`src/rtl/mac_grid_pkg.sv`:
```
package mac_grid_pkg;
  typedef enum logic [2:0] {
    OP_NOP   = 3'd0,
    OP_BIAS  = 3'd1,
    OP_OPND  = 3'd2,
    OP_MAC   = 3'd3,
    OP_RELU  = 3'd4,
    OP_RDQ   = 3'd5,
    OP_RDRAW = 3'd6
  } grid_op_e;
endpackage

```
`src/rtl/mac_opnd_buf.sv`:
```
module mac_opnd_buf #(
  parameter int OPW   = 9,
  parameter int NSLOT = 8,
  localparam int SW   = $clog2(NSLOT)
) (
  input  logic                       clk,
  input  logic                       rst,
  input  logic                       we,
  input  logic [SW-1:0]              waddr,
  input  logic [OPW-2:0]             wdata,
  output logic [NSLOT-1:0][OPW-1:0]  slots
);
  always_ff @(posedge clk) begin
    if (rst) begin
      slots <= '0;
    end else if (we) begin
      slots[waddr] <= {wdata, 1'b1};
    end
  end


  opnd_encode_chk: assert property (@(posedge clk) disable iff (rst)
    we |=> slots[$past(waddr)] == {$past(wdata), 1'b1});


  opnd_hold_chk: assert property (@(posedge clk) disable iff (rst)
    !we |=> $stable(slots));
endmodule

```
`src/rtl/mac_pe.sv`:
```
module mac_pe #(
  parameter int OPW  = 9,
  parameter int ACCW = 18
) (
  input  logic            clk,
  input  logic            rst,
  input  logic            bias_we,
  input  logic [ACCW-1:0] bias_val,
  input  logic            mac_en,
  input  logic            relu_en,
  input  logic [OPW-1:0]  act,
  input  logic [OPW-1:0]  wgt,
  output logic [ACCW-1:0] acc
);
  localparam int PW = 2 * OPW;

  logic signed [PW-1:0] prod;
  logic [ACCW-1:0]      prod_ext;

  assign prod     = $signed(act) * $signed(wgt);
  assign prod_ext = ACCW'(prod);

  always_ff @(posedge clk) begin
    if (rst) begin
      acc <= '0;
    end else if (bias_we) begin
      acc <= bias_val;
    end else if (mac_en) begin
      acc <= acc + prod_ext;
    end else if (relu_en && acc[ACCW-1]) begin
      acc <= '0;
    end
  end


  relu_nonneg_chk: assert property (@(posedge clk) disable iff (rst)
    (relu_en && !bias_we && !mac_en) |=> !acc[ACCW-1]);


  relu_keep_chk: assert property (@(posedge clk) disable iff (rst)
    (relu_en && !bias_we && !mac_en && !acc[ACCW-1]) |=> $stable(acc));


  mac_step_chk: assert property (@(posedge clk) disable iff (rst)
    (mac_en && !bias_we) |=> acc == $past(acc) + $past(prod_ext));


  pe_idle_chk: assert property (@(posedge clk) disable iff (rst)
    !(bias_we || mac_en || relu_en) |=> $stable(acc));
endmodule

```
`src/rtl/mac_requant.sv`:
```
module mac_requant #(
  parameter int OPW  = 9,
  parameter int ACCW = 18
) (
  input  logic [ACCW-1:0] acc,
  output logic [OPW-1:0]  q
);
  localparam int LO = ACCW - OPW;

  always_comb begin
    if (acc[ACCW-1]) begin
      q = '1;
    end else begin
      q = acc[ACCW-1:LO] + OPW'(acc[LO-1]);
    end
  end
endmodule

```
`src/rtl/mac_grid_top.sv`:
```
module mac_grid_top #(
  parameter int N_ROW  = 4,
  parameter int N_COL  = 4,
  parameter int OPW    = 9,
  parameter int ACCW   = 18,
  localparam int NSLOT  = N_ROW + N_COL,
  localparam int NELEM  = N_ROW * N_COL,
  localparam int SLOT_W = $clog2(NSLOT),
  localparam int ELEM_W = $clog2(NELEM)
) (
  input  logic              clk,
  input  logic              rst,
  input  logic              cmd_valid,
  input  logic [2:0]        cmd_op,
  input  logic [SLOT_W-1:0] cmd_slot,
  input  logic [ELEM_W-1:0] cmd_elem,
  input  logic [ACCW-1:0]   cmd_data,
  output logic              rd_valid,
  output logic [ACCW-1:0]   rd_data
);
  import mac_grid_pkg::*;

  logic is_bias, is_opnd, is_mac, is_relu, is_rdq, is_raw, is_read;
  logic [NSLOT-1:0][OPW-1:0] slots;
  logic [NELEM-1:0][ACCW-1:0] sums;
  logic [ACCW-1:0] bias_ext;
  logic [ACCW-1:0] sel_sum;
  logic [OPW-1:0]  sel_q;
  logic            unused_hi;

  assign is_bias = cmd_valid && (cmd_op == OP_BIAS);
  assign is_opnd = cmd_valid && (cmd_op == OP_OPND);
  assign is_mac  = cmd_valid && (cmd_op == OP_MAC);
  assign is_relu = cmd_valid && (cmd_op == OP_RELU);
  assign is_rdq  = cmd_valid && (cmd_op == OP_RDQ);
  assign is_raw  = cmd_valid && (cmd_op == OP_RDRAW);
  assign is_read = is_rdq || is_raw;

  assign bias_ext  = ACCW'($signed(cmd_data[OPW-1:0]));
  assign unused_hi = ^cmd_data[ACCW-1:OPW];

  mac_opnd_buf #(.OPW(OPW), .NSLOT(NSLOT)) u_opnd (
    .clk   (clk),
    .rst   (rst),
    .we    (is_opnd),
    .waddr (cmd_slot),
    .wdata (cmd_data[OPW-2:0]),
    .slots (slots)
  );

  for (genvar r = 0; r < N_ROW; r++) begin : g_row
    for (genvar c = 0; c < N_COL; c++) begin : g_col
      localparam int IDX = r * N_COL + c;
      mac_pe #(.OPW(OPW), .ACCW(ACCW)) u_pe (
        .clk      (clk),
        .rst      (rst),
        .bias_we  (is_bias && (cmd_elem == ELEM_W'(IDX))),
        .bias_val (bias_ext),
        .mac_en   (is_mac),
        .relu_en  (is_relu),
        .act      (slots[r]),
        .wgt      (slots[N_ROW + c]),
        .acc      (sums[IDX])
      );
    end
  end

  assign sel_sum = sums[cmd_elem];

  mac_requant #(.OPW(OPW), .ACCW(ACCW)) u_rq (
    .acc (sel_sum),
    .q   (sel_q)
  );

  always_ff @(posedge clk) begin
    if (rst) begin
      rd_valid <= 1'b0;
      rd_data  <= '0;
    end else begin
      rd_valid <= is_read;
      if (is_raw) begin
        rd_data <= sel_sum;
      end else if (is_rdq) begin
        rd_data <= ACCW'(sel_q);
      end
    end
  end


  rd_latency_chk: assert property (@(posedge clk) disable iff (rst)
    is_read |=> rd_valid);


  rd_quiet_chk: assert property (@(posedge clk) disable iff (rst)
    !is_read |=> !rd_valid);


  rd_saturate_chk: assert property (@(posedge clk) disable iff (rst)
    (is_rdq && sel_sum[ACCW-1]) |=> rd_data == ACCW'({OPW{1'b1}}));


  rd_upper_zero_chk: assert property (@(posedge clk) disable iff (rst)
    is_rdq |=> rd_data[ACCW-1:OPW] == '0);


  always_ff @(posedge clk) begin
    rst_clear_chk: assert (!$past(rst) || !rd_valid);
  end
endmodule

```
`config.mk`:
```
export PLATFORM = sky130hd
export DESIGN_NAME = mac_grid_top
export DESIGN_NICKNAME = d
export VERILOG_FILES = /design/src/rtl/mac_grid_pkg.sv /design/src/rtl/mac_opnd_buf.sv /design/src/rtl/mac_pe.sv /design/src/rtl/mac_requant.sv /design/src/rtl/mac_grid_top.sv
export SDC_FILE = /design/constraint.sdc
export NUM_CORES = 2
export LEC_CHECK = 0
export BUFFER_PORTS_ARGS = -buffer_cell sky130_fd_sc_hd__buf_2
export CAP_MARGIN = 20
export CORE_ASPECT_RATIO = 1.75
export CORE_MARGIN = 2
export CORE_UTILIZATION = 65
export DETAILED_ROUTE_END_ITERATION = 7
export PLACE_DENSITY = 0.85
export REMOVE_ABC_BUFFERS = 1
export SYNTH_ARGS = -nofsm -noshare
export SYNTH_HDL_FRONTEND = slang
export SYNTH_SLANG_ARGS = --single-unit
```
`constraint.sdc`:
```
create_clock -name clk -period 6.7 [get_ports clk]
set_clock_uncertainty 0.1 [all_clocks]
set_input_delay 0.67 -clock clk [delete_from_list [all_inputs] [get_ports clk]]
set_output_delay 0.67 -clock clk [all_outputs]
set_load 0.005 [all_outputs]
```
# == After elaboration in Yosys (flattened, before gate mapping) ==
# Cells that the tools add are included.
# classes
mux,56
reduce_logical,58
mul,16
eq_ne,21
magnitude_cmp,3
n_addsub,17
# op_table
operator,n
$mux 18,51
$add 18x18->18,16
$mul 9x9->18,16
$bmux 18 s4,1
$bwmux 72,1
$reduce_bool 3->1,16
$logic_and 1x1->1,39
$eq 4x4->1 const B,8
$demux 9 s3,1
$mux 9,2
$eq 4x3->1 const B,4
$add 9x1->9,1
$eq 3x3->1 const B,3
$eq 4x2->1 const B,2
$eq 3x2->1 const B,2
$lt 4x5->1 const B,1
$eq 4x1->1 const B,1
$logic_not 4->1,1
$lt 3x4->1 const B,1
$eq 3x1->1 const B,1
$ge 3x1->1 const B,1
$reduce_bool 2->1,1
$logic_or 1x1->1,1
# word_totals
register_bits,379
inputBits,31
word_cells,197

# == Longest topological paths before layout ==
# logic_depth
depth_word,6
ltp_mapped,22
depth_no_buf,19

# == By module ==
# Synthesis repeated with hierarchy kept, for this count alone.
# hier_totals
cells_unflattened,8776
area_unflattened_um2,77755.8
# by_module_without_submodules
module,cells_per_inst,n_inst,area_each_um2,seq_area_each_um2
mac_pe at g_row[0].g_col[3].u_pe ...,514,10,4455.5,360.3
mac_pe at g_row[0].g_col[0].u_pe ...,513,2,4501.8,360.3
mac_pe at g_row[3].g_col[2].u_pe ...,511,2,4436.8,360.3
mac_pe at g_row[0].g_col[2].u_pe,511,1,4499.3,360.3
mac_pe at g_row[3].g_col[1].u_pe,508,1,4483.0,360.3
mac_grid_top,282,1,3337.0,380.4
mac_opnd_buf,260,1,2813.9,1441.4
mac_requant,27,1,190.2,0.0

# == Worst setup path before layout ==
# No wires, ideal clock.
# synth_timing
kind,reg-to-reg
startpoint,reg u_opnd.slots[35] (netlist name)
endpoint,reg g_row[3].g_col[3].u_pe.acc[14]
setup_ns,0.137
synth_period_minus_slack_ns,5.837
path_stages_with_launch,20
setup_slack_ns,0.863
t_arrival_ns,5.599
cell_sequence,dfxtp_1 clkbuf_1 buf_1 nand2_1 fa_1 inv_1 fa_1 fa_1 fa_1 inv_1 fa_1 inv_1 ha_1 and2_1 or2_2 a21oi_1 or4b_2 a31oi_1 nand3b_1 o2111ai_1
# synth_via
elab_chain_len,4
# synth_rtl
item,line,text
start: declaration,mac_opnd_buf.sv:11,output logic [NSLOT-1:0][OPW-1:0] slots
start signal: indexed assignment,mac_opnd_buf.sv:17,"slots[waddr] <= {wdata, 1'b1};"
$mul 9x9->18,mac_pe.sv:20,assign prod = $signed(act) * $signed(wgt);
$add 18x18->18,mac_pe.sv:29,acc <= acc + prod_ext;
$mux 18,mac_pe.sv:28,end else if (mac_en) begin
$mux 18,mac_pe.sv:26,end else if (bias_we) begin
end signal: assignment,mac_pe.sv:27,acc <= bias_val;
end signal: assignment,mac_pe.sv:29,
end: declaration,mac_pe.sv:13,output logic [ACCW-1:0] acc
# Every way passes these cells.
# A chain may end at the register's enable or synchronous reset.

# == Worst setup path after layout ==
# layout_timing
startpoint,reg u_opnd.slots[23] (netlist name)
endpoint,reg g_row[2].g_col[1].u_pe.acc[15]
# layout_via
elab_chain_len,4
# layout_rtl
item,line
$mul 9x9->18,mac_pe.sv:20
$add 18x18->18,mac_pe.sv:29
$mux 18,mac_pe.sv:28
$mux 18,mac_pe.sv:26
end signal: assignment,mac_pe.sv:27
end signal: assignment,mac_pe.sv:29
end: declaration,mac_pe.sv:13
# Every way passes these cells.

==> results.yml <==
status:
  status: "finished with violations"
  violations: "DRC"
synth:
  synth_edf_count: 0
  yosysWarnings: 0
  synth_ff_type: "dfxtp_1"
  synth_area_leaders: "fa_1 35%, ha_1 13%, inv_1 10%, dfxtp_1 10%, nand2_1 4.3%"
  synth_simple_gate_area_share_pct: 13.4
  avgSynthCellArea_um2: 8.82
  ys_types: 88
  syn-instance-count: 8631
  synthXorXnorAreaFrac_pct: 3.37
  yosysTopAreaCell: "fa_1"
  ys_seq_area_share_pct: 9.97
  synth_compound_area_share_pct: 9.69
  synth_common_cells: "2,030 x inv_1, 1,328 x fa_1, 877 x nand2_1"
  ys_seq_elements: 379
  synth_top_family_by_area: "adder cells"
  synth_adder_area_share_pct: 47.6
  ys_async_sr_fraction_pct: 0
  yosysMostFrequentCell: "inv_1"
  syn-cell-area_um2: 76100
  synth_top_area_share_pct: 34.9
  synthMuxAreaShare_pct: 3.55
worst_setup_path:
  endpoint_kind: "register"
  crit_chain: "nand2_1 > fa_1 > inv_1 > fa_1 > inv_1 > fa_1 > inv_1 > fa_1 > inv_1 > fa_1 > inv_1 > ha_1 > a2111oi_0 > o31ai_1 > a311oi_1 > nor2_1 > xnor2_1 > o22ai_1"
  slowest_delay_ns: 1.11
  crit_family: "adder cells"
  arrival_ns: 6.80
  worst-path-buf-inv: 5
  path_class: "register to register"
  slowest_stage: "dfxtp_1"
  start_kind: "register"
  crit_required_ns: 7.12
  worst-path-max-fanout: 21
cts:
  cts.clk_slew.worst_paths_ns: 0.07
  postCtsHoldBufs: 0
  cts_buffer_depth: 3
  ctsHtreeMaxLevel: 2
  clk_latency_ns: 0.68
  cts_tree: "yes"
  cts-root-buf: "clkbuf_16"
  ctsResizeCount: 0
  post-cts-setup-buffers: 0
  numCtsBuffers: 44
  cts_sinks: 379
global_routing:
  first_global_vias: 67800
  antenna_found_initial: 29
  grt_max_degree: 98
  gr-total-overflow: 0
  grtUsageTotal_pct: 40.2
  grt_pass1_wl_um: 369000
floorplan:
  start_util_pct: 65.3
  design.die.area_um2: 120000
  die_w_um: 263
  core_area_um2: 117000
  die_y_um: 457
  row_count: 166
  io_pins: 50
drt:
  drcViolationCount: 49
  vias: 63300
  ant_nets: 0
  wl_per_cell_um: 23.5
  via_per_inst: 6.32
  finalWirelength_um: 236000
  drt-pass1-iter-count: 8
  drt-initial-drc-count: 6339
cells_and_area:
  num-nets-final: 10600
  nFillCells: 8678
  final_layout_size_suffix_gt1_share_pct: 5.33
  syn_to_final_growth_pct: 4.75
  final_cells: 10000
placed_design:
  io_buffers: 40
  place.gp.congestion: 1.01
  dpl.hpwl_um: 180000
  place_inst: 9928
sta:
  fin_crit_ns: 6.38
  setup_viol: 0
  setup_tns_ns: 0
  rsz0062_at_grt: "false"
  relSlewSlack_pct: 13.7
  tightest_slew_ns: 1.30
  finalHoldViolCount: 0
  slew_violations: 0
  clock.fmax_mhz: 157
  timing.final.crit_share_pct: 95.3
pwr:
  p_seq_share_pct: 41.2
  internal_power_uw: 3970
  p_per_area_nw_per_um2: 69.6
  power.switching_uw: 1570
  total_leakage_power_uw: 0.0419
  vdd_drop_max_mv: 0.210
  p_clk_share_pct: 51.4
  power_frac_comb_pct: 7.3
  swShare_pct: 28.4
run:
  maxCapViolCount: 0
hold_path:
  min_path_type: "primary input to register"
-- power groups by stage --
stage	registers (µW)	logic (µW)	clock network [µW]
after detailed placement	2340	384	0
after CTS	2280	385	2820
after global placement	2340	374	0
after global routing	2290	415	2910
final	2290	407	2850
after floorplan	2330	153	0
-- sequential cells by signal, indices dropped and copies added (netlist names) --
register and flops:
g_row.g_col.u_pe.acc 288, rd_data 18, rd_valid 1, u_opnd.slots 72
-- metrics by stage --
step / instance area [µm²] / utilization [%] / hold WS (ns) / power, µW / setup slack, ns
2_1_floorplan: 74300 / - / 0.335 / 2480 / -1.65
3_3_place_gp: 78100 / 67.0 / 0.339 / 2710 / 0.640
3_5_place_dp: 78100 / 67.0 / 0.350 / 2720 / 0.550
4_1_cts: 79700 / 68.4 / 0.351 / 5490 / 0.448
5_1_grt: 79700 / 68.4 / 0.351 / 5610 / 0.0315
6_report: 79700 / 68.4 / 0.346 / 5550 / 0.317
-- worst register-to-register path: cells and delay by family, from the launching register on --
| kind | cells | cell delay [ns] |
|---|---|---|
| DFF | 1 | 1.11 |
| AOI/OAI and AO/OA | 4 | 1.50 |
| buffers and inverters | 5 | 0.27 |
| xor gates and xnor gates | 1 | 0.17 |
| and+or+nand+nor | 2 | 0.30 |
| adders and majority gates | 6 | 2.78 |
-- metal layers --
metal  up-vias  wire length [µm]  track usage (%)
li1      26600                 -                -
met1     31300             71500             41.7
met2      3912            109000             65.4
met3      1495             26500             11.1
met4        20             28100             38.7
met5         -               138                0
-- cells by family (layout without fill, tap and decap cells) --
family / count (synthesis) / in the layout
other: 0 / 13
flip-flops: 379 / 379
adder cells (fa/ha/maj): 2098 / 2098
AND/OR/NAND/NOR: 2165 / 2165
AO/OA/AOI/OAI: 1060 / 1060
buffers and inverters: 2478 / 2343
multiplexers: 158 / 158
XOR/XNOR: 293 / 293
-- layout make-up --
| class | instances | area [µm²] | share of cell area [%] |
|---|---|---|---|
| multi-input combinational | 5774 | 59100 | 74.1 |
| inverter | 2033 | 7630 | 9.57 |
| sequential | 379 | 7610 | 9.55 |
| tap | 1512 | 1890 | 2.37 |
| timing repair buffer | 231 | 1870 | 2.34 |
| clock buffer | 51 | 1170 | 1.46 |
| clock inverter | 28 | 420 | 0.527 |
| antenna | 13 | 32.5 | 0.0408 |
-- path summary, 6_finish.rpt --
check                              endpoint        startpoint  slack (ns)  depth (start not counted)
min reg2reg                      rd_data[1]        rd_data[1]        0.36                          2
min          g_row[3].g_col[2].u_pe.acc[12]               rst        0.35                          2
max          g_row[2].g_col[1].u_pe.acc[15]  u_opnd.slots[23]        0.32                         18
max reg2reg  g_row[2].g_col[1].u_pe.acc[15]  u_opnd.slots[23]        0.32                         18
-- cell usage in the layout, fill, tap and decap left out, types with 44 or more instances in the layout --
cell type / netlist / routed
dfxtp_1: 379 / 357
and2_1: 406 / 406
o22ai_1: 45 / 45
xnor2_1: 242 / 242
ha_1: 770 / 770
o21ai_0: 156 / 156
nor3_1: 74 / 73
nand2b_1: 56 / 56
a21o_1: 72 / 72
nand2_1: 877 / 876
a221oi_1: 68 / 68
o21a_1: 69 / 69
xor2_1: 51 / 51
nor2_1: 501 / 500
inv_1: 2030 / 2030
fa_1: 1328 / 1328
a222oi_1: 79 / 79
mux2i_1: 73 / 73
nand3_1: 58 / 57
a21oi_1: 271 / 271
buf_4: 5 / 174
mux4_2: 62 / 62
clkbuf_16: 0 / 44
Note: power is estimated with default switching activity, not from simulation.
